<file path="config.mk">
export PLATFORM = sky130hd
export DESIGN_NAME = adc_seq_ctrl
export DESIGN_NICKNAME = d
export VERILOG_FILES = /design/src/rtl/adc_seq_pkg.sv /design/src/rtl/adc_cnv_sync.sv /design/src/rtl/adc_ctl_reg.sv /design/src/rtl/adc_sar_seq.sv /design/src/rtl/adc_res_fmt.sv /design/src/rtl/adc_seq_ctrl.sv
export SDC_FILE = /design/constraint.sdc
export NUM_CORES = 1
export LEC_CHECK = 0
export BUFFER_PORTS_ARGS = -buffer_cell sky130_fd_sc_hd__buf_2
export CAP_MARGIN = 20
export CORE_ASPECT_RATIO = 0.6
export CORE_MARGIN = 2
export CORE_UTILIZATION = 52
export CTS_CLUSTER_SIZE = 12
export DETAILED_ROUTE_END_ITERATION = 6
export PLACE_DENSITY = 0.8
export SETUP_SLACK_MARGIN = 0.4
export SLEW_MARGIN = 20
export SYNTH_ARGS = -nofsm -noshare
export SYNTH_HDL_FRONTEND = slang
export SYNTH_SLANG_ARGS = --single-unit
</file>
<file path="constraint.sdc">
create_clock -name clk -period 1.75 [get_ports clk]
set_input_delay 0.175 -clock clk [delete_from_list [all_inputs] [get_ports clk]]
set_output_delay 0.175 -clock clk [all_outputs]
set_load 0.005 [all_outputs]
</file>
<file path="src/rtl/adc_seq_pkg.sv">
package adc_seq_pkg;

  // Control byte field positions (software decodes these)
  localparam int unsigned F_EN   = 7;
  localparam int unsigned F_TM   = 6;
  localparam int unsigned F_CF   = 5;
  localparam int unsigned F_BSY  = 4;
  localparam int unsigned F_SMHI = 3;
  localparam int unsigned F_SMLO = 2;
  localparam int unsigned F_WF   = 1;
  localparam int unsigned F_LJ   = 0;

  typedef enum logic [1:0] {
    SM_SOFT  = 2'b00,
    SM_TMR_A = 2'b01,
    SM_PIN   = 2'b10,
    SM_TMR_B = 2'b11
  } start_mode_e;

  typedef enum logic [1:0] {
    ST_IDLE  = 2'b00,
    ST_TRACK = 2'b01,
    ST_CONV  = 2'b10
  } seq_state_e;

endpackage

</file>
<file path="src/rtl/adc_cnv_sync.sv">
module adc_cnv_sync #(
  parameter int unsigned STAGES = 2
) (
  input  logic clk,
  input  logic rst,
  input  logic pin_async,
  output logic pin_lvl,
  output logic pin_rise
);
  localparam int unsigned LAST = STAGES - 1;

  logic [STAGES-1:0] chain_q;
  logic              last_q;

  // Chain resets to the idle-high level so reset never fakes an edge
  for (genvar i = 0; i < STAGES; i++) begin : g_stage
    if (i == 0) begin : g_first
      always_ff @(posedge clk) begin
        if (rst) chain_q[0] <= 1'b1;
        else     chain_q[0] <= pin_async;
      end
    end else begin : g_next
      always_ff @(posedge clk) begin
        if (rst) chain_q[i] <= 1'b1;
        else     chain_q[i] <= chain_q[i-1];
      end
    end
  end

  always_ff @(posedge clk) begin
    if (rst) last_q <= 1'b1;
    else     last_q <= chain_q[LAST];
  end

  assign pin_lvl  = chain_q[LAST];
  assign pin_rise = chain_q[LAST] & ~last_q;

endmodule

</file>
<file path="src/rtl/adc_ctl_reg.sv">
module adc_ctl_reg
  import adc_seq_pkg::*;
(
  input  logic        clk,
  input  logic        rst,
  input  logic        wr,
  input  logic [7:0]  wdata,
  input  logic        busy,
  input  logic        fin,
  input  logic        win_hit,
  output logic        en_q,
  output logic        tm_q,
  output start_mode_e sm_q,
  output logic        lj_q,
  output logic        eff_en,
  output logic        eff_tm,
  output start_mode_e eff_sm,
  output logic        sw_go,
  output logic        cflag_q,
  output logic [7:0]  rdata
);
  logic wflag_q;

  always_ff @(posedge clk) begin
    if (rst) begin
      en_q <= 1'b0;
      tm_q <= 1'b0;
      sm_q <= SM_SOFT;
      lj_q <= 1'b0;
    end else if (wr) begin
      en_q <= wdata[F_EN];
      tm_q <= wdata[F_TM];
      sm_q <= start_mode_e'(wdata[F_SMHI:F_SMLO]);
      lj_q <= wdata[F_LJ];
    end
  end

  // set by completion wins over a clearing write in the same cycle
  always_ff @(posedge clk) begin
    if (rst)                       cflag_q <= 1'b0;
    else if (fin)                  cflag_q <= 1'b1;
    else if (wr && !wdata[F_CF])   cflag_q <= 1'b0;
  end

  // sticky window flag
  always_ff @(posedge clk) begin
    if (rst)                       wflag_q <= 1'b0;
    else if (win_hit)              wflag_q <= 1'b1;
    else if (wr && !wdata[F_WF])   wflag_q <= 1'b0;
  end

  // Settings in force for a trigger this cycle (a write takes effect at once)
  always_comb begin
    if (wr) begin
      eff_en = wdata[F_EN];
      eff_tm = wdata[F_TM];
      eff_sm = start_mode_e'(wdata[F_SMHI:F_SMLO]);
    end else begin
      eff_en = en_q;
      eff_tm = tm_q;
      eff_sm = sm_q;
    end
  end

  // only a byte with enable, busy=1 and soft mode starts
  assign sw_go = wr && wdata[F_BSY] && wdata[F_EN] &&
                 (start_mode_e'(wdata[F_SMHI:F_SMLO]) == SM_SOFT);

  assign rdata = {en_q, tm_q, cflag_q, busy, sm_q, wflag_q, lj_q};

endmodule

</file>
<file path="src/rtl/adc_sar_seq.sv">
module adc_sar_seq
  import adc_seq_pkg::*;
#(
  parameter int unsigned RES_W     = 10,
  parameter int unsigned TRACK_CYC = 3
) (
  input  logic             clk,
  input  logic             rst,
  input  logic             en_q,
  input  logic             tm_q,
  input  start_mode_e      sm_q,
  input  logic             eff_en,
  input  logic             eff_tm,
  input  start_mode_e      eff_sm,
  input  logic             sw_go,
  input  logic             tmr_a,
  input  logic             tmr_b,
  input  logic             pin_rise,
  input  logic             pin_lvl,
  input  logic             cmp_in,
  output logic             busy,
  output logic             track,
  output logic             fin,
  output logic [RES_W-1:0] trial,
  output logic [RES_W-1:0] result
);
  localparam int unsigned TW = (TRACK_CYC > 1) ? $clog2(TRACK_CYC) : 1;
  localparam logic [RES_W-1:0] MSB = {1'b1, {(RES_W-1){1'b0}}};

  seq_state_e       st_q;
  logic [TW-1:0]    tcnt_q;
  logic [RES_W-1:0] mask_q;
  logic [RES_W-1:0] trial_q;
  logic [RES_W-1:0] res_q;
  logic             src_hit;
  logic             trig;
  logic             with_track;
  logic [RES_W-1:0] kept;

  always_comb begin
    unique case (eff_sm)
      SM_SOFT:  src_hit = sw_go;
      SM_TMR_A: src_hit = tmr_a;
      SM_PIN:   src_hit = pin_rise;
      default:  src_hit = tmr_b;
    endcase
  end

  // gated by enable; R12: only accepted from idle
  assign trig       = eff_en && src_hit && (st_q == ST_IDLE);
  assign with_track = eff_tm && (eff_sm != SM_PIN);
  assign kept       = cmp_in ? trial_q : (trial_q & ~mask_q);
  assign fin        = (st_q == ST_CONV) && mask_q[0];

  always_ff @(posedge clk) begin
    if (rst) begin
      st_q    <= ST_IDLE;
      tcnt_q  <= '0;
      mask_q  <= '0;
      trial_q <= '0;
      res_q   <= '0;
    end else begin
      unique case (st_q)
        ST_IDLE: begin
          if (trig) begin
            if (with_track) begin
              st_q   <= ST_TRACK;
              tcnt_q <= TW'(TRACK_CYC - 1);
            end else begin
              st_q    <= ST_CONV;
              mask_q  <= MSB;
              trial_q <= MSB;
            end
          end
        end
        ST_TRACK: begin
          if (tcnt_q == '0) begin
            st_q    <= ST_CONV;
            mask_q  <= MSB;
            trial_q <= MSB;
          end else begin
            tcnt_q <= tcnt_q - 1'b1;
          end
        end
        ST_CONV: begin
          if (mask_q[0]) begin
            res_q   <= kept;
            st_q    <= ST_IDLE;
            mask_q  <= '0;
            trial_q <= '0;
          end else begin
            trial_q <= kept | (mask_q >> 1);
            mask_q  <= mask_q >> 1;
          end
        end
        default: st_q <= ST_IDLE;
      endcase
    end
  end

  assign busy   = (st_q != ST_IDLE);
  assign trial  = trial_q;
  assign result = res_q;

  // Idle tracking: always in track mode 0, pin-low only in pin mode with track mode 1
  assign track = (st_q == ST_TRACK) ||
                 ((st_q == ST_IDLE) && en_q &&
                  (!tm_q || ((sm_q == SM_PIN) && !pin_lvl)));

endmodule

</file>
<file path="src/rtl/adc_res_fmt.sv">
module adc_res_fmt #(
  parameter int unsigned RES_W  = 10,
  parameter int unsigned DATA_W = 8
) (
  input  logic [RES_W-1:0]  res,
  input  logic              left,
  output logic [DATA_W-1:0] hi,
  output logic [DATA_W-1:0] lo
);
  localparam int unsigned PAIR_W = 2 * DATA_W;
  localparam int unsigned PAD    = PAIR_W - RES_W;

  logic [PAIR_W-1:0] r_al;
  logic [PAIR_W-1:0] l_al;
  logic [PAIR_W-1:0] pair;

  if (PAD == 0) begin : g_full
    assign r_al = res;
    assign l_al = res;
  end else begin : g_pad
    assign r_al = {{PAD{1'b0}}, res};
    assign l_al = {res, {PAD{1'b0}}};
  end

  assign pair = left ? l_al : r_al;
  assign hi   = pair[PAIR_W-1:DATA_W];
  assign lo   = pair[DATA_W-1:0];

endmodule

</file>
<file path="src/rtl/adc_seq_ctrl.sv">
module adc_seq_ctrl
  import adc_seq_pkg::*;
#(
  parameter int unsigned RES_W       = 10,
  parameter int unsigned DATA_W      = 8,
  parameter int unsigned TRACK_CYC   = 3,
  parameter int unsigned SYNC_STAGES = 2
) (
  input  logic              clk,
  input  logic              rst,
  input  logic              cfg_wr,
  input  logic [7:0]        cfg_wdata,
  output logic [7:0]        cfg_rdata,
  input  logic              tmr_a_ovf,
  input  logic              tmr_b_ovf,
  input  logic              cnv_pin,
  input  logic              cmp_in,
  input  logic              win_hit,
  output logic              track_o,
  output logic [RES_W-1:0]  dac_code,
  output logic [DATA_W-1:0] data_hi,
  output logic [DATA_W-1:0] data_lo,
  output logic              conv_irq
);
  logic             pin_lvl, pin_rise;
  logic             en_q, tm_q, lj_q;
  start_mode_e      sm_q, eff_sm;
  logic             eff_en, eff_tm, sw_go;
  logic             busy, fin, cflag;
  logic [RES_W-1:0] result;

  adc_cnv_sync #(.STAGES(SYNC_STAGES)) u_sync (
    .clk(clk), .rst(rst), .pin_async(cnv_pin),
    .pin_lvl(pin_lvl), .pin_rise(pin_rise)
  );

  adc_ctl_reg u_reg (
    .clk(clk), .rst(rst), .wr(cfg_wr), .wdata(cfg_wdata),
    .busy(busy), .fin(fin), .win_hit(win_hit),
    .en_q(en_q), .tm_q(tm_q), .sm_q(sm_q), .lj_q(lj_q),
    .eff_en(eff_en), .eff_tm(eff_tm), .eff_sm(eff_sm),
    .sw_go(sw_go), .cflag_q(cflag), .rdata(cfg_rdata)
  );

  adc_sar_seq #(.RES_W(RES_W), .TRACK_CYC(TRACK_CYC)) u_seq (
    .clk(clk), .rst(rst),
    .en_q(en_q), .tm_q(tm_q), .sm_q(sm_q),
    .eff_en(eff_en), .eff_tm(eff_tm), .eff_sm(eff_sm),
    .sw_go(sw_go), .tmr_a(tmr_a_ovf), .tmr_b(tmr_b_ovf),
    .pin_rise(pin_rise), .pin_lvl(pin_lvl), .cmp_in(cmp_in),
    .busy(busy), .track(track_o), .fin(fin),
    .trial(dac_code), .result(result)
  );

  adc_res_fmt #(.RES_W(RES_W), .DATA_W(DATA_W)) u_fmt (
    .res(result), .left(lj_q), .hi(data_hi), .lo(data_lo)
  );

  assign conv_irq = cflag;

endmodule

</file>
==> flow_metrics.tcl <==
set metrics [dict create \
    path_clk_slew_ns 0.08 \
    worst-path-buf-inv 1 \
    synth_area_um2 1980 \
    synth_warnings 0 \
    setup_ws_ns 0.114 \
    insertion_delay_ns 0.29 \
    p_leak_nw 1.11 \
    drive_gt1_share_pct 37.1 \
    finalHoldViolations 0 \
    cap_violations 0 \
    slew_viol_final 0 \
    rrSetupSlack_ns 0.11 \
    wl_um 4700 \
    synth_edf_count 0 \
    drt-pass1-iter-count 4 \
    cts_root_buf "clkbuf_8" \
    dr_wl_met2_um 1930 \
    cp.required_ns 1.97 \
    numCtsBuffers 5 \
    top_layer "met4" \
    rsz0062_at_grt "true" \
    ys_async_sr_fraction_pct 0 \
    hp-class "in -> reg" \
    hpwl_um 3260 \
    startpoint_type "flop" \
    initial_core_util_pct 54.2 \
    cp_top_family "compound AO/OA/AOI/OAI gates" \
    stdcell_area_um2 2520 \
    pin_count 52 \
    path_depth 6 \
    syn_inst 219 \
    drt_iter0_drc 71 \
    nFillCells 291 \
    cp_max_fo 17 \
    synth_cell_types 39 \
    worst-r2r-cell-count 6 \
    relSlewSlack_pct 75.1 \
    nets 291 \
    grt_pass1_wl_um 7550 \
    cp_data_arrival_time_ns 1.85 \
    ys.flop_type "dfxtp_1" \
    postCtsHoldBufs 0 \
    area_growth_pct 27.2 \
    intPower_mw 1.61 \
    power.density_nw_per_um2 850 \
    ir_worst_vdd_v 0.000517 \
    fmax_mhz 611 \
    grt_pass1_vias 1563 \
    routabilityCongestion 0.905 \
    slowest_stage "dfxtp_4" \
    setup_violations 0 \
    combPwrFrac_pct 15.3 \
    htreeDepth 2 \
    port_buffers 51 \
    grt_start_max_net_pins 30 \
    worstMarginPinSlew_ns 0.373 \
    power.net_switching_mw 0.536 \
    cts_tree "done" \
    final_cells 322 \
    post-route-period-util_pct 93.5 \
    core_area_um2 3660 \
    p_clk_share_pct 35.4 \
    grtUsageTotal_pct 22.4 \
    status "complete, no violations" \
    dr_total_vias 1742 \
    yosysSeqAreaShare_pct 44.4 \
    m1WireLength_um 2410 \
    hold_path_depth 2 \
    die_w_um 83.8 \
    antenna_found_initial 0 \
    cp-end-kind "flop" \
    drc 0 \
    utilization_pct 69.0 \
    met3_length_um 324 \
    dp_slack_ns 0.0189 \
    cts_sinks 44 \
    wl_per_cell_um 14.6 \
    syn-mean-instance-area_um2 9.06 \
    dp_cells 308 \
    synth_nets 236 \
    seq_power_share_pct 49.3 \
    min_period_ns 1.64 \
    diodes 0 \
    grt-ovfl-total 0 \
    tns_ns 0 \
    crit_chain "mux2i_1 > o32ai_2 > a311o_2 > a21oi_4 > buf_12 > o2bb2ai_1" \
    fin_skew_ns 0.00646 \
    via_per_inst 5.41 \
    die-area_um2 4340 \
    rows 17 \
    ys_seq_elements 44 \
    die_height_um 51.9 \
    cts_buffer_depth 2 \
    slowest_delay_ns 0.39 \
    final_antenna_net_count 0 \
    place_area_um2 2290 \
    switching_share_pct 25.0 \
    crit_type "reg -> reg" \
]
[sequential cells by signal, indices dropped and copies added, names as in the netlist]
register        count
u_reg.lj_q          1
u_reg.tm_q          1
u_reg.sm_q          2
u_seq.st_q          2
u_reg.cflag_q       1
u_sync.last_q       1
u_sync.chain_q      1
u_reg.en_q          1
u_sync.pin_lvl      1
u_seq.trial        10
u_seq.tcnt_q        2
u_seq.mask_q       10
u_reg.wflag_q       1
u_seq.result       10
[metrics by stage]
step / hold slack (ns) / power, mW
global route: 0.0615 / 2.22
global placement: 0.358 / 1.36
detailed placement: 0.361 / 1.37
finish: 0.0635 / 2.14
floorplan: 0.279 / 1.27
CTS: 0.0597 / 2.14
[power groups by stage]
stage | Sequential (mW) | Clock (mW) | Combinational (mW)
final | 1.06 | 0.759 | 0.328
after global routing | 1.06 | 0.804 | 0.359
after CTS | 1.05 | 0.770 | 0.314
after detailed placement | 1.08 | 0 | 0.286
after global placement | 1.08 | 0 | 0.280
after floorplan | 1.07 | 0 | 0.195
[layout make-up]
| class | instances | area (um^2) | share of cell area [%] |
|---|---|---|---|
| repair buffers | 67 | 412 | 16.3 |
| well taps | 47 | 58.8 | 2.33 |
| inverters | 11 | 41.3 | 1.64 |
| clock inverters | 2 | 35.0 | 1.39 |
| multi-input cells | 145 | 1010 | 40.0 |
| flip-flops and latches | 44 | 895 | 35.4 |
| clock buffers | 6 | 72.6 | 2.88 |
[synth_stat cells (2+ instances only)]
cell type	instances	area (um^2)
buf_6	2	22.5
nor3_1	3	15.0
or2_2	3	18.8
nand2b_1	13	81.3
dfxtp_1	44	881
mux2_2	4	45.0
o21ai_0	5	25.0
a22o_1	9	78.8
nand4_1	9	56.3
a21oi_1	26	130
nor2_1	9	33.8
mux2i_1	6	60.1
and2_1	7	43.8
nand2_1	15	56.3
nor2b_1	10	62.6
o2bb2ai_1	8	70.1
buf_4	6	45.0
clkbuf_1	9	33.8
inv_1	11	41.3
[timing repair]
item,in CTS,in global routing
setup buffers,5,1
gates cloned,0,0
resized for setup,11,14
hold endpoints to repair,0,0
pin swaps,1,1
endpoints found under the setup margin,51,40
[kinds of logic (layout without fill, tap and decap cells)]
| kind of cell | after synthesis | in the layout | share of synthesized area [%] |
|---|---|---|---|
| simple gates | 74 | 74 | 20.8 |
| flops | 44 | 44 | 44.4 |
| fa+ha+maj | 1 | 1 | 0.630 |
| compound gates | 60 | 60 | 21.2 |
| mux | 10 | 10 | 5.30 |
| buf+inv | 30 | 86 | 7.63 |
[per-layer routing]
layer,vias to the layer above,GRT usage [%]
met1,804,34.1
met2,56,32.1
li1,879,-
met4,0,4.84
met5,-,0
met3,3,5.24
[worst paths after layout]
path,from,end
min reg2reg,u_sync.chain_q[0],u_sync.pin_lvl
min,cnv_pin,u_sync.chain_q[0]
max reg2reg,u_reg.sm_q[1],u_seq.trial[7]
max,u_reg.sm_q[1],u_seq.trial[7]
[worst reg2reg max path: cells and delay by family (launching register included)]
kind                   cells  cell delay (ns)
AOI/OAI and AO/OA          4             0.79
DFF                        1             0.39
muxes                      1             0.23
buffers and inverters      1             0.16
[layout by cell type, fill, tap and decap left out, types with 9 or more instances in the layout]
cell / instances
a22o_1: 9
nand2b_1: 12
inv_1: 11
nor2b_1: 9
dfxtp_1: 39
buf_2: 49
a21oi_1: 25
nand4_1: 9
nand2_1: 14
buf_4: 12
(Power assumes the default switching activity.)
